[src/rtl/ptw_pkg.sv]
package ptw_pkg;

    localparam int unsigned ADDR_W    = 32;
    localparam int unsigned OFF_W     = 10;
    localparam int unsigned L2_IDX_W  = 10;
    localparam int unsigned L1_IDX_W  = ADDR_W - OFF_W - L2_IDX_W;
    localparam int unsigned FRAME_W   = ADDR_W - OFF_W;
    localparam int unsigned FLAG_W    = 5;
    localparam int unsigned RSVD_W    = OFF_W - FLAG_W;
    localparam int unsigned ENT_SHIFT = 2;

    typedef enum logic [1:0] {
        ACC_READ  = 2'd0,
        ACC_WRITE = 2'd1,
        ACC_EXEC  = 2'd2
    } acc_e;

    typedef enum logic [1:0] {
        FLT_NONE   = 2'd0,
        FLT_ABSENT = 2'd1,
        FLT_PERM   = 2'd2
    } fault_e;

    typedef enum logic [2:0] {
        ST_IDLE,
        ST_FETCH_L1,
        ST_FETCH_L2,
        ST_CHECK,
        ST_DONE
    } walk_st_e;

    typedef struct packed {
        logic user;
        logic exec;
        logic write;
        logic read;
        logic valid;
    } pte_flags_t;

    typedef struct packed {
        logic [FRAME_W-1:0] frame;
        logic [RSVD_W-1:0]  rsvd;
        pte_flags_t         flags;
    } pte_t;

    typedef struct packed {
        logic [L1_IDX_W-1:0] l1;
        logic [L2_IDX_W-1:0] l2;
        logic [OFF_W-1:0]    off;
    } vaddr_t;

    function automatic logic [ADDR_W-1:0] scale_index(input logic [L1_IDX_W-1:0] idx);
        return {{(ADDR_W-L1_IDX_W-ENT_SHIFT){1'b0}}, idx, {ENT_SHIFT{1'b0}}};
    endfunction

endpackage

[src/rtl/ptw_root_reg.sv]
module ptw_root_reg
    import ptw_pkg::*;
(
    input  logic              clk,
    input  logic              rst,
    input  logic              we,
    input  logic [ADDR_W-1:0] wdata,
    input  logic              idle,
    output logic [ADDR_W-1:0] root_q
);
    always_ff @(posedge clk) begin
        if (rst) begin
            root_q <= '0;
        end else if (we && idle) begin
            root_q <= wdata;
        end
    end
endmodule

[src/rtl/ptw_addr_gen.sv]
module ptw_addr_gen
    import ptw_pkg::*;
(
    input  logic [ADDR_W-1:0]  root,
    input  vaddr_t             va,
    input  logic [FRAME_W-1:0] ent_frame,
    output logic [ADDR_W-1:0]  l1_addr,
    output logic [ADDR_W-1:0]  l2_addr,
    output logic [ADDR_W-1:0]  paddr
);
    logic [L1_IDX_W-1:0] l2_idx_wide;

    always_comb begin
        l2_idx_wide = {{(L1_IDX_W-L2_IDX_W){1'b0}}, va.l2};
        l1_addr     = root + scale_index(va.l1);
        l2_addr     = {ent_frame, {OFF_W{1'b0}}} + scale_index(l2_idx_wide);
        paddr       = {ent_frame, va.off};
    end
endmodule

[src/rtl/ptw_perm_check.sv]
module ptw_perm_check
    import ptw_pkg::*;
(
    input  pte_flags_t flags,
    input  acc_e       acc,
    input  logic       user,
    output fault_e     fault
);
    logic right_ok;

    always_comb begin
        case (acc)
            ACC_READ:  right_ok = flags.read;
            ACC_WRITE: right_ok = flags.write;
            ACC_EXEC:  right_ok = flags.exec;
            default:   right_ok = 1'b0;
        endcase
        if (!flags.valid) begin
            fault = FLT_ABSENT;
        end else if (!right_ok || (user && !flags.user)) begin
            fault = FLT_PERM;
        end else begin
            fault = FLT_NONE;
        end
    end
endmodule

[src/rtl/ptw_walker.sv]
module ptw_walker
    import ptw_pkg::*;
(
    input  logic              clk,
    input  logic              rst,
    input  logic              root_we,
    input  logic [ADDR_W-1:0] root_wdata,
    input  logic              req_valid,
    output logic              req_ready,
    input  logic [ADDR_W-1:0] req_vaddr,
    input  logic [1:0]        req_acc,
    input  logic              req_user,
    output logic              busy,
    output logic              mem_rd_en,
    output logic [ADDR_W-1:0] mem_rd_addr,
    input  logic [ADDR_W-1:0] mem_rd_data,
    output logic              rsp_valid,
    output logic [ADDR_W-1:0] rsp_paddr,
    output logic [1:0]        rsp_fault,
    input  logic              rsp_ack
);
    walk_st_e          state_q;
    vaddr_t            va_q;
    acc_e              acc_q;
    logic              user_q;
    logic [ADDR_W-1:0] root_q;
    logic [ADDR_W-1:0] paddr_q;
    fault_e            fault_q;

    pte_t              rd_pte;
    logic [ADDR_W-1:0] l1_addr;
    logic [ADDR_W-1:0] l2_addr;
    logic [ADDR_W-1:0] leaf_paddr;
    fault_e            leaf_fault;
    logic              unused_rsvd_bits;

    assign rd_pte           = pte_t'(mem_rd_data);
    assign unused_rsvd_bits = ^rd_pte.rsvd;

    ptw_root_reg u_root (
        .clk    (clk),
        .rst    (rst),
        .we     (root_we),
        .wdata  (root_wdata),
        .idle   (state_q == ST_IDLE),
        .root_q (root_q)
    );

    ptw_addr_gen u_addr (
        .root      (root_q),
        .va        (va_q),
        .ent_frame (rd_pte.frame),
        .l1_addr   (l1_addr),
        .l2_addr   (l2_addr),
        .paddr     (leaf_paddr)
    );

    ptw_perm_check u_perm (
        .flags (rd_pte.flags),
        .acc   (acc_q),
        .user  (user_q),
        .fault (leaf_fault)
    );

    always_ff @(posedge clk) begin
        if (rst) begin
            state_q <= ST_IDLE;
            va_q    <= '0;
            acc_q   <= ACC_READ;
            user_q  <= 1'b0;
            paddr_q <= '0;
            fault_q <= FLT_NONE;
        end else begin
            case (state_q)
                ST_IDLE: begin
                    if (req_valid) begin
                        va_q    <= vaddr_t'(req_vaddr);
                        acc_q   <= acc_e'(req_acc);
                        user_q  <= req_user;
                        state_q <= ST_FETCH_L1;
                    end
                end
                ST_FETCH_L1: state_q <= ST_FETCH_L2;
                ST_FETCH_L2: begin
                    if (!rd_pte.flags.valid) begin
                        fault_q <= FLT_ABSENT;
                        paddr_q <= '0;
                        state_q <= ST_DONE;
                    end else begin
                        state_q <= ST_CHECK;
                    end
                end
                ST_CHECK: begin
                    fault_q <= leaf_fault;
                    paddr_q <= (leaf_fault == FLT_NONE) ? leaf_paddr : '0;
                    state_q <= ST_DONE;
                end
                ST_DONE: begin
                    if (rsp_ack) begin
                        state_q <= ST_IDLE;
                    end
                end
                default: state_q <= ST_IDLE;
            endcase
        end
    end

    always_comb begin
        req_ready   = (state_q == ST_IDLE);
        busy        = (state_q != ST_IDLE);
        rsp_valid   = (state_q == ST_DONE);
        rsp_paddr   = paddr_q;
        rsp_fault   = fault_q;
        mem_rd_en   = (state_q == ST_FETCH_L1) ||
                      ((state_q == ST_FETCH_L2) && rd_pte.flags.valid);
        mem_rd_addr = (state_q == ST_FETCH_L1) ? l1_addr : l2_addr;
    end
endmodule

[config.mk]
export PLATFORM = sky130hd
export DESIGN_NAME = ptw_walker
export DESIGN_NICKNAME = d
export VERILOG_FILES = /design/src/rtl/ptw_pkg.sv /design/src/rtl/ptw_root_reg.sv /design/src/rtl/ptw_addr_gen.sv /design/src/rtl/ptw_perm_check.sv /design/src/rtl/ptw_walker.sv
export SDC_FILE = /design/constraint.sdc
export NUM_CORES = 1
export LEC_CHECK = 0
export ABC_CLOCK_PERIOD_IN_PS = 6300
export BUFFER_PORTS_ARGS = -buffer_cell sky130_fd_sc_hd__buf_2
export CAP_MARGIN = 40
export CORE_ASPECT_RATIO = 1.75
export CORE_UTILIZATION = 30
export DETAILED_ROUTE_END_ITERATION = 7
export SKIP_CTS_REPAIR_TIMING = 1
export SYNTH_ARGS = -nofsm -noshare
export SYNTH_HDL_FRONTEND = slang
export SYNTH_SLANG_ARGS = --single-unit
[constraint.sdc]
create_clock -name clk -period 6.3 [get_ports clk]
set_input_delay 1.26 -clock clk [delete_from_list [all_inputs] [get_ports clk]]
set_output_delay 1.26 -clock clk [all_outputs]
set_load 0.01 [all_outputs]
==> metrics <==
WP data required around 5000 ps; non-filler cells in the finished layout 1075; drt first pass iters 5; top-area cell type share of the netlist area about two fifths; startpoint types input port; wire length per cell roughly 15 µm; YS warnings 0; fin. max-slew vios 0; 1st-iter DRT viols roughly 220; hold crit path type flop to flop; Tcrit/Tclk final 70.2%; maximum root-to-sink buffer count 2; Synth cell types 57; sequential area share after synthesis between 30 and 40%; RSZ-0062 raised after global routing no; Max VDD drop between 0.0001 and 0.00015 V; CP max stage cell nor2_1; Max-Cap Viols 0; Clock Sinks approximately 100; fraction of layout cells with a size suffix above 1 between 20% and 30%; Final min period approximately 4400 ps; DR vias around 5200; PD cells around 250 mW/mm²; Routed WL 16600 µm; core area between 0.015 and 0.02 mm²; Root Driver clkbuf_16; Leakage Power 2.84 nW; fmax 226 MHz; setup_tns 0 ps; cell count after placement 1057; Main synth FF type dfxtp_1; vias per cell just under 5; crit end category output pin; syn_nets approximately 800; post-route ant nets 0; top cell family by delay on the critical path simple AND/OR/NAND/NOR gates; final hold viol count 0; status finished, final reports clean; Detailed Place HPWL 12500 µm; H-Tree Level Count 3; Synth Register Bits ~100; initial antenna violation count 2; FFs w/ async S/R, synth 0%; crit-path max cell delay 370 ps; cell area after synthesis between 0.005 and 0.006 mm²; CTS buffer count 9; clock skew between 10 and 15 ps; vias in the first global route around 5000; IO Port Bufs roughly 170; first-pass GRT wire length about 26000 µm; CP Cell Sequence buf_2 > ha_1 > a21o_1 > nand3_1 > nor2_1 > nand3_1 > xor2_1 > mux2i_1 > buf_2; Placer Congestion 0.795; Worst Setup Path Type input port to output pin; Crit Path Max Fanout 5; Worst-Skew Late Latency about 360 ps; Clock transition at path regs about 80 ps; area leader, netlist dfxtp_1; Area Overhead vs Synth 26.7%; Overall Global Routing Usage between 10% and 20%; top post-synthesis cells by area dfxtp_1, nand2_1, a21oi_1; synthesized instance count 688; max_slew headroom a little over half; Initial Util just over 30%; CTS tree done; CP Buf/Inv Count 2; largest net degree at the start of global routing 75; die footprint around 0.018 mm²; gr ovfl total 0; Post-synth EDFFs 0; die width 103 µm; row count 64; CP arrival 3160 ps; num ports ~170; Final setup viols 0; synthesized area per cell 7.71 µm²; DIE HEIGHT roughly 180 µm; Net count, final about 960; Worst Max-Slew Pin Slew just under 700 ps; residual DRC count 0
==> cells in the final DEF, fill, tap and decap left out, types with 8 or more instances in the layout <==
master     netlist  routed
dfxtp_1        104     104
nand4_1          8       8
nor2_1          60      58
nand2_1        175     175
xor2_1          23      23
a22oi_1         33      33
buf_4            0       8
clkbuf_16        0       9
buf_2           11     167
a21oi_1         88      88
ha_1            14      14
xnor2_1         20      20
nor3_1          10      10
o21ai_0         15      15
nand3_1         12      12
==> metrics by stage <==
| step | worst slack (ps) | total power, mW | util [%] | area (µm²) | hold slack, ps |
|---|---|---|---|---|---|
| after floorplan | 2390 | 0.948 | - | 5310 | 432 |
| after global placement | 1870 | 1.09 | 36.5 | 6340 | 438 |
| after detailed placement | 1860 | 1.10 | 36.7 | 6380 | 445 |
| after CTS | 1860 | 1.72 | 38.7 | 6720 | 456 |
| after global routing | 1760 | 1.79 | 38.7 | 6720 | 477 |
| final | 1880 | 1.70 | 38.7 | 6720 | 456 |
==> cells by family (layout without fill, tap and decap cells) <==
kind of cell	Yosys count	after routing	synth area share, %
AOI/OAI and AO/OA	173	173	20.2
xor gates and xnor gates	43	43	7.10
adders and majority gates	16	16	4.06
buffers and inverters	44	198	3.37
DFF	104	104	39.2
muxes	7	7	1.32
other	0	2	0
and+or+nand+nor	301	301	24.7
==> synth_stat cells, drive strengths merged (3+ instances only) <==
master and instances:
and3 7, mux2i 7, nor4b 3, dfxtp 104, o21ai 24, nand3 12, ha 14, o21bai 4
and2 5, and4 3, nor2 60, a211oi 3, nand4 8, clkbuf 27, xor2 23, nor2b 3
nand2 176, a21oi 90, a22oi 33, buf 12, nor3 11, xnor2 20, inv 5, a21o 4
==> tightest hold or removal path, stage by stage (launching register included) <==
cell	delay (ps)
dfxtp_1	310
nand2_1	50
a21oi_1	50
==> area by class of cell <==
type                    count  area (µm²)
fillers                  1869       10700
inverters                   5        18.8
multi-input cells         540        3050
flip-flops and latches    104        2080
well taps                 231         289
diodes                      2        5.00
clock inverters             7         113
clock buffers               9         225
repair buffers            177         938
==> flip-flops by register name, indices dropped and copies added, names as in the netlist <==
register / count
acc_q: 2
rsp_paddr: 32
u_root.root_q: 32
va_q: 32
user_q: 1
state_q: 3
rsp_fault: 2
==> per-layer routing <==
| layer | track usage, % | vias up | routed length (µm) |
|---|---|---|---|
| met5 | 0 | - | 0 |
| met2 | 33.2 | 124 | 8640 |
| met3 | 2.95 | 22 | 646 |
| met4 | 6.90 | 0 | 397 |
| li1 | - | 2664 | - |
| met1 | 21.8 | 2416 | 6930 |
==> path summary, 6_finish.rpt <==
check | from | to | slack [ps] | cells after the start
worst min-delay path | u_root.root_q[0] | u_root.root_q[0] | 460 | 2
worst min register to register | u_root.root_q[0] | u_root.root_q[0] | 460 | 2
worst max-delay path | mem_rd_data[11] | mem_rd_addr[31] | 1880 | 9
worst max register to register | acc_q[1] | rsp_paddr[26] | 4150 | 7
==> where the power goes <==
| part | internal, mW | total [mW] | switching, mW | leakage [nW] |
|---|---|---|---|---|
| sequential | 0.695 | 0.726 | 0.0312 | 0.848 |
| combinational | 0.133 | 0.351 | 0.219 | 1.83 |
| clock | 0.325 | 0.623 | 0.297 | 0.162 |
Power figures use the tool's default switching activity.
